File: config.mk
export PLATFORM = sky130hd
export DESIGN_NAME = mode_time_acct
export DESIGN_NICKNAME = d
export VERILOG_FILES = /design/src/rtl/mta_pkg.sv /design/src/rtl/mta_timer.sv /design/src/rtl/mta_accum.sv /design/src/rtl/mode_time_acct.sv
export SDC_FILE = /design/constraint.sdc
export NUM_CORES = 1
export LEC_CHECK = 0
export ABC_AREA = 0
export ABC_CLOCK_PERIOD_IN_PS = 3400
export CAP_MARGIN = 20
export CORE_UTILIZATION = 30
export CTS_CLUSTER_DIAMETER = 200
export DETAILED_ROUTE_END_ITERATION = 10
export PLACE_DENSITY_LB_ADDON = 0.25
export SLEW_MARGIN = 20
export SYNTH_ARGS = -nofsm -noshare
export SYNTH_HDL_FRONTEND = slang
export SYNTH_SLANG_ARGS = --single-unit
File: constraint.sdc
create_clock -name clk -period 3.4 [get_ports clk]
set_input_delay 0.68 -clock clk [delete_from_list [all_inputs] [get_ports clk]]
set_output_delay 0.68 -clock clk [all_outputs]
set_load 0.05 [all_outputs]
File: src/rtl/mta_pkg.sv
package mta_pkg;

    typedef enum logic [1:0] {
        ST_RUN      = 2'd0,
        ST_ADD_INTR = 2'd1,
        ST_ADD_IDLE = 2'd2
    } mta_state_e;

    localparam int NUM_TOTALS = 2;
    localparam int IDX_INTR   = 0;
    localparam int IDX_IDLE   = 1;

endpackage

File: src/rtl/mta_timer.sv
module mta_timer #(
    parameter int TW = 8
) (
    input  logic          clk,
    input  logic          rst_n,
    input  logic          tick_en,
    input  logic          reload,
    output logic [TW-1:0] count
);
    localparam logic [TW-1:0] MAXV = {TW{1'b1}};

    always_ff @(posedge clk or negedge rst_n) begin
        if (!rst_n) begin
            count <= MAXV;
        end else if (reload) begin
            count <= MAXV;
        end else if (tick_en && (count != '0)) begin
            count <= count - 1'b1;
        end
    end
endmodule

File: src/rtl/mta_accum.sv
module mta_accum #(
    parameter int TW = 8,
    parameter int AW = 16
) (
    input  logic          clk,
    input  logic          rst_n,
    input  logic          add_en,
    input  logic [TW-1:0] addend,
    output logic [AW-1:0] sum
);
    always_ff @(posedge clk or negedge rst_n) begin
        if (!rst_n) begin
            sum <= '0;
        end else if (add_en) begin
            sum <= sum + AW'(addend);
        end
    end
endmodule

File: src/rtl/mode_time_acct.sv
module mode_time_acct
    import mta_pkg::*;
#(
    parameter int TW = 8,
    parameter int AW = 16
) (
    input  logic          clk,
    input  logic          rst_n,
    input  logic          tick_en,
    input  logic          save_exec,
    input  logic          save_idle,
    input  logic          intr_end,
    input  logic          kern_entry,
    output logic [TW-1:0] slice_rem,
    output logic [TW-1:0] idle_elapsed,
    output logic [TW-1:0] intr_latched,
    output logic [AW-1:0] intr_total,
    output logic [AW-1:0] idle_total,
    output logic          meas_ok
);
    localparam logic [TW-1:0] MAXV = {TW{1'b1}};

    mta_state_e    state_q, state_d;
    logic [TW-1:0] timer_q;
    logic          reload;
    logic          src_idle_q;
    logic [NUM_TOTALS-1:0]         add_en;
    logic [NUM_TOTALS-1:0][TW-1:0] addend;
    logic [NUM_TOTALS-1:0][AW-1:0] totals;

    assign reload = save_exec | save_idle | intr_end;

    mta_timer #(.TW(TW)) timer_i (
        .clk     (clk),
        .rst_n   (rst_n),
        .tick_en (tick_en),
        .reload  (reload),
        .count   (timer_q)
    );

    // Captures taken at phase boundaries
    always_ff @(posedge clk or negedge rst_n) begin
        if (!rst_n) begin
            slice_rem    <= '0;
            idle_elapsed <= '0;
            intr_latched <= '0;
        end else begin
            if (save_exec) slice_rem    <= timer_q;
            if (save_idle) idle_elapsed <= MAXV - timer_q;
            if (intr_end)  intr_latched <= MAXV - timer_q;
        end
    end

    // Source mark: set by an idle save, cleared by an execution save or a finished fold
    always_ff @(posedge clk or negedge rst_n) begin
        if (!rst_n) begin
            src_idle_q <= 1'b0;
        end else if (save_idle) begin
            src_idle_q <= 1'b1;
        end else if (save_exec || (state_q != ST_RUN && state_d == ST_RUN)) begin
            src_idle_q <= 1'b0;
        end
    end

    // State register
    always_ff @(posedge clk or negedge rst_n) begin
        if (!rst_n) state_q <= ST_RUN;
        else        state_q <= state_d;
    end

    // Next state
    always_comb begin
        state_d = state_q;
        unique case (state_q)
            ST_RUN:      if (kern_entry) state_d = ST_ADD_INTR;
            ST_ADD_INTR: state_d = src_idle_q ? ST_ADD_IDLE : ST_RUN;
            ST_ADD_IDLE: state_d = ST_RUN;
            default:     state_d = ST_RUN;
        endcase
    end

    // Outputs of the machine
    always_comb begin
        add_en  = '0;
        meas_ok = 1'b1;
        unique case (state_q)
            ST_RUN: ;
            ST_ADD_INTR: begin
                add_en[IDX_INTR] = 1'b1;
                meas_ok          = 1'b0;
            end
            ST_ADD_IDLE: begin
                add_en[IDX_IDLE] = 1'b1;
                meas_ok          = 1'b0;
            end
            default: ;
        endcase
    end

    assign addend[IDX_INTR] = intr_latched;
    assign addend[IDX_IDLE] = idle_elapsed;

    for (genvar g = 0; g < NUM_TOTALS; g++) begin : g_total
        mta_accum #(.TW(TW), .AW(AW)) acc_i (
            .clk    (clk),
            .rst_n  (rst_n),
            .add_en (add_en[g]),
            .addend (addend[g]),
            .sum    (totals[g])
        );
    end

    assign intr_total = totals[IDX_INTR];
    assign idle_total = totals[IDX_IDLE];
endmodule

==> results of run 1 <==
-- synth_stat cells (3+ instances only) --
library cell	instances
dfrtp_1	59
mux2_2	25
inv_1	23
nand2_1	22
ha_1	21
xnor2_1	20
nor2_1	15
mux2i_1	14
a21oi_1	12
nand3_1	9
xor2_1	9
dfstp_2	8
a21o_1	6
nand4_1	6
o211ai_1	6
nor3_1	4
o21ai_1	4
and3_1	3
buf_2	3
clkbuf_1	3
nor4_1	3
-- critical path: cells and delay by family (launching register included) --
| family | cells | cell delay, ns |
|---|---|---|
| fa+ha+maj | 1 | 0.29 |
| buf+inv | 3 | 0.92 |
| flops | 1 | 0.37 |
-- final cells by class --
| class | instances | area, um^2 |
|---|---|---|
| Inverter | 23 | 86.3 |
| Multi-Input combinational cell | 217 | 1750 |
| Timing Repair Buffer | 66 | 648 |
| Tap cell | 143 | 179 |
| Sequential cell | 67 | 1690 |
| Clock buffer | 12 | 267 |
| Clock inverter | 4 | 47.5 |
| Fill cell | 1102 | 6810 |
-- through the flow --
stage	power, mW	area, um^2	hold WS [ns]	worst slack (ns)	utilization, %
6_report	2.99	4660	0.460	0.836	40.7
5_1_grt	3.14	4660	0.478	0.765	40.7
4_1_cts	3.03	4660	0.468	0.815	40.7
3_5_place_dp	2.06	4350	0.461	1.06	37.9
3_3_place_gp	2.04	4350	0.457	1.13	37.9
2_1_floorplan	1.73	3550	0.384	1.17	-
-- layer usage --
metal	vias to the layer above	GRT usage (%)	part of all wire, %
li1	1272	-	-
met1	1236	19.1	51
met2	59	19.2	45
met3	4	2.24	3.0
met4	0	4.62	0.79
met5	-	0	0
-- sequential cells by signal (all words and copies together) (netlist names) --
signal,count
timer_i.count,8
g_total.acc_i.sum,32
idle_elapsed,8
src_idle_q,1
slice_rem,8
intr_latched,8
state_q,2
-- final timing paths --
check | slack, ns | from | end | cells past startpoint
setup / recovery | 0.84 | state_q[0] | meas_ok | 4
hold / removal | 0.46 | g_total[1].acc_i.sum[15] | g_total[1].acc_i.sum[15] | 1
setup reg to reg | 1.24 | idle_elapsed[0] | g_total[1].acc_i.sum[12] | 7
hold reg to reg | 0.46 | g_total[1].acc_i.sum[15] | g_total[1].acc_i.sum[15] | 1
max in group asynchronous | 2.27 | rst_n | intr_latched[1] | 2
min in group asynchronous | 0.56 | rst_n | g_total[1].acc_i.sum[12] | 2
-- layout by cell type (no fill, tap or decap), drive strengths merged, types with 2 or more instances in the layout --
master / instances
clkbuf: 12
clkdlybuf4s50: 62
clkinv: 2
a21oi: 14
a41oi: 2
a32o: 2
nor4: 4
xor2: 9
a21o: 6
nand2: 23
ha: 21
nand2b: 2
xnor2: 20
nor2: 15
o21bai: 2
and3: 3
mux2i: 14
nand3: 9
a211oi: 4
dfrtp: 59
a31oi: 2
inv: 23
o211ai: 6
buf: 4
or4: 2
o21ai: 7
mux2: 25
fa: 2
dfstp: 8
nor3: 6
a2111oi: 2
nand4: 6
-- cell families after synthesis --
family	after synthesis
AND/OR/NAND/NOR	75
flip-flops	67
AO/OA/AOI/OAI	51
multiplexers	39
buffers and inverters	31
XOR/XNOR	29
adder cells (fa/ha/maj)	23
-- power by group --
group	leakage, nW	switching (mW)	internal [mW]
Sequential	0.830	0.0842	0.901
Clock	0.155	0.330	0.625
Combinational	1.05	0.650	0.399
==> results.yml, run 1 <==
status:
  status: "finished, final reports clean"
synthesis:
  synth_edf_count: 0
  yosys-top-cells-area: "dfrtp_1 42%, mux2_2 7.9%, ha_1 7.4%"
  yosysSeqAreaShare_pct: 47.4
  netlist_area_mm2: 0.00355
  synth_area_leader_cell: "dfrtp_1"
  syn-num-nets: 345
  synth_area_per_cell_um2: 11.3
  synth_cell_types: 48
  async_reset_ff_share_pct: 100
  synthMuxAreaShare_pct: 11.9
  yosys.area_share.adder_pct: 8.52
  yosys_warnings: 0
  synth_xor_area_share_pct: 7.15
  synth-simple-area-share_pct: 11.1
  netlist_instances: 315
  synth_top_family_by_area: "multiplexers"
  synth_compound_area_share_pct: 10.5
  ys_ff_latch: 67
  synth_top_area_share_pct: 41.5
  synthFlopType: "dfrtp_1"
cts:
  postCtsSetupBuffers: 0
  clkTransAtPathRegs_ns: 0.05
  cts_tree: "built"
  ctsHoldBuffers: 0
  h-tree-depth: 3
  worstSkewPairLatency_ns: 0.33
  cts_made_buffers: 9
  clock-root-buffer: "clkbuf_16"
  cts_resized: 0
  clock_path_buffers: 2
  cts.sinks: 67
timing:
  worst_slew_pin_slew_ns: 0.883
  rsz0062_at_grt: "no"
  fmax_mhz: 390
  finalSetupTns_ns: 0
  min_period_ns: 2.56
  drv_slew: 0
  period_share_pct: 75.4
  setup_viol: 0
  skew_ns: 0.0127
  relSlewSlack_pct: 41.1
  hold_viol: 0
floorplan:
  rows: 39
  die_x_um: 111
  core_area_mm2: 0.0115
  dieArea_mm2: 0.0123
  ios: 64
  start_util_pct: 31.0
  die_y_um: 111
detailed_routing:
  drtPass1Iterations: 4
  drtAntennaViolNets: 0
  vias_per_cell: 4.83
  drc: 0
  wire_per_inst_um: 14.5
  routed_wl_um: 7730
  first_iter_violations: 70
  vias: 2571
pwr:
  ir_worst_vdd_v: 0.000276
  leakage_nw: 2.04
  powerDensity_mw_per_mm2: 641
global_route:
  grt_util_all_layers_pct: 13.0
  antenna_found_initial: 0
  gr-total-overflow: 0
  grt_pass1_wl_um: 13000
  grt_pass1_vias: 2524
  grt_start_max_net_pins: 68
run:
  cap_violations: 0
placed_design:
  place.gp.congestion: 0.830
  dp_hpwl_um: 5600
  place_inst: 516
  port_buffers: 63
critical_path:
  cpMaxStageDelayCell: "clkdlybuf4s50_1"
  startpoint_type: "flip-flop"
  worst_ep_arrival_time_ns: 1.88
  crit_chain: "inv_1 -> ha_1 -> inv_1 -> clkdlybuf4s50_1"
  worstPathRequired_ns: 2.72
  max_stage_delay_ns: 0.79
  crit_fanout: 3
  end_kind: "primary output"
  path_class: "flip-flop to primary output"
  crit_top_cell: "inv_1"
layout:
  drive_above_1_share_pct: 16.7
  instances_no_fill: 532
  diodes: 0
  syn_to_final_growth_pct: 31.2
  fin_nets: 414
min_path:
  hold_path.class: "flip-flop to flip-flop"
Power figures use the tool's default switching activity.
==> inputs of run 2 (changes only) <==
--- a/config.mk
+++ b/config.mk
@@ -6,7 +6,7 @@
 export NUM_CORES = 1
 export LEC_CHECK = 0
 export ABC_AREA = 0
-export ABC_CLOCK_PERIOD_IN_PS = 3400
+export ABC_CLOCK_PERIOD_IN_PS = 2300
 export CAP_MARGIN = 20
 export CORE_UTILIZATION = 30
 export CTS_CLUSTER_DIAMETER = 200
==> constraint.sdc (replaced) <==
create_clock -name clk -period 2.3 [get_ports clk]
set_input_delay 0.46 -clock clk [delete_from_list [all_inputs] [get_ports clk]]
set_output_delay 0.46 -clock clk [all_outputs]
set_load 0.05 [all_outputs]
==> run 2 against run 1 <==
Global-route usage rose by 0.59 points. Hold slack got worse by 0.38 ns. Routed wire length is 1.7% higher. Clock power rose by 54%. Sequential power up 48%. Register-to-register slack got worse by 1.0 ns. Die area unchanged. Clock skew down 0.0068 ns. Sequential cell count did not move. Critical path type unchanged. Largest cell class unchanged.
==> results.yml, run 2 (synthesis gave the netlist of run 1 again) <==
placed_design:
  place.gp.congestion: 0.799
  port_buffers: 63
  dp_hpwl_um: 5870
  place_inst: 522
  place_ws_ns: 0.233
timing:
  fin_ws_ns: 0.160
  fmax_mhz: 467
  whs_ns: 0.0786
  worst_slew_pin_slew_ns: 0.532
  relSlewSlack_pct: 64.4
  period_share_pct: 93.1
  min_period_ns: 2.14
  drv_slew: 0
  setup_viol: 0
  rsz0062_at_grt: "no"
  hold_viol: 0
  finalSetupTns_ns: 0
  skew_ns: 0.00586
floorplan:
  rows: 39
  ios: 64
  die_x_um: 111
  start_util_pct: 31.0
  die_y_um: 111
  dieArea_mm2: 0.0123
  core_area_mm2: 0.0115
cts:
  clkTransAtPathRegs_ns: 0.05
  worstSkewPairLatency_ns: 0.33
  clock_path_buffers: 2
  cts_resized: 0
  clock-root-buffer: "clkbuf_16"
  postCtsSetupBuffers: 0
  h-tree-depth: 3
  cts_tree: "built"
  cts_made_buffers: 9
  cts.sinks: 67
  ctsHoldBuffers: 0
status:
  status: "finished, final reports clean"
detailed_routing:
  routed_wl_um: 7860
  drc: 0
  vias: 2587
  vias_per_cell: 4.81
  drtPass1Iterations: 4
  first_iter_violations: 78
  drtAntennaViolNets: 0
  wire_per_inst_um: 14.6
global_route:
  grt_start_max_net_pins: 28
  antenna_found_initial: 0
  grt_pass1_vias: 2584
  grt_util_all_layers_pct: 13.6
  grt_pass1_wl_um: 13200
  gr-total-overflow: 0
pwr:
  ir_worst_vdd_v: 0.000462
  leakage_nw: 2.07
  powerDensity_mw_per_mm2: 953
layout:
  fillers: 1125
  multi_input_area_mm2: 0.00175
  instances_no_fill: 538
  fin_nets: 420
  regMostFlops: "g_total.acc_i.sum"
  fin_util_pct: 41.1
  diodes: 0
  largest_reg_flops: 32
  drive_above_1_share_pct: 17.7
  final_common_cell: "clkdlybuf4s50_1"
  final_cell_mix: "61 x clkdlybuf4s50_1, 59 x dfrtp_1, 25 x mux2_2"
  final-seq-area_mm2: 0.00169
  syn_to_final_growth_pct: 32.5
critical_path:
  crit_chain: "clkdlybuf4s50_1"
  max_stage_delay_ns: 0.86
  crit_buf_inv: 1
  critical_path.top_delay_family: "buffers and inverters"
  startpoint_type: "flip-flop"
  worstPathRequired_ns: 1.84
  end_kind: "primary output"
  path_class: "flip-flop to primary output"
  cpMaxStageDelayCell: "clkdlybuf4s50_1"
  crit_fanout: 10
  r2r_slack_ns: 0.21
  r2r-start: "intr_latched[0]"
  r2r_cells: 7
  worst_ep_arrival_time_ns: 1.68
  r2r-end: "g_total[0].acc_i.sum[6]"
min_path:
  hold_path.class: "input pin to asynchronous set/reset pin"
run:
  cap_violations: 0
## run 2: cell types whose count changed in the layout (fill, tap and decap cells not counted)
cell / before / now
clkdlybuf4s50_1: 62 / 61
clkinv_4: 0 / 1
clkbuf_8: 3 / 1
clkinv_2: 2 / 1
clkbuf_1: 0 / 2
bufinv_16: 1 / 2
buf_4: 3 / 10
clkinvlp_4: 1 / 0
## run 2: cell type report
| class | instances | area share (%) |
|---|---|---|
| Multi-Input combinational cell | 217 | 37.1 |
| Sequential cell | 67 | 35.8 |
| Timing Repair Buffer | 72 | 14.7 |
| Clock buffer | 12 | 5.23 |
| Tap cell | 143 | 3.80 |
| Inverter | 23 | 1.83 |
| Clock inverter | 4 | 1.57 |
## run 2: how the worst max path moves through the flow
stage               slack, ns  depth (start not counted)                  endpoint                    start
floorplan                0.07                          7  g_total[1].acc_i.sum[10]          idle_elapsed[0]
global placement         0.26                          7  g_total[1].acc_i.sum[10]          idle_elapsed[0]
detailed placement       0.23                          7  g_total[1].acc_i.sum[10]          idle_elapsed[0]
CTS                      0.15                          1             intr_total[8]  g_total[0].acc_i.sum[8]
global route             0.08                          1             intr_total[8]  g_total[0].acc_i.sum[8]
finish                   0.16                          1             intr_total[8]  g_total[0].acc_i.sum[8]
## run 2: stage by stage
stage	power (mW)	area [um^2]
2_1_floorplan	2.56	3550
3_3_place_gp	3.03	4390
3_5_place_dp	3.05	4390
4_1_cts	4.56	4710
5_1_grt	4.71	4710
6_report	4.49	4710
## run 2: report_power, final
part / internal [mW] / switching (mW) / total, mW
registers: 1.33 / 0.128 / 1.46
clock network: 0.979 / 0.491 / 1.47
logic: 0.594 / 0.964 / 1.56
total: 2.90 / 1.58 / 4.49
## run 2: per-layer routing
| metal | vias up | track usage, % | part of all wire, % |
|---|---|---|---|
| met3 | 9 | 3.50 | 3.3 |
| met2 | 47 | 20.3 | 45 |
| met5 | - | 0 | 0 |
| li1 | 1275 | - | - |
| met4 | 0 | 4.80 | 1.4 |
| met1 | 1256 | 19.1 | 51 |
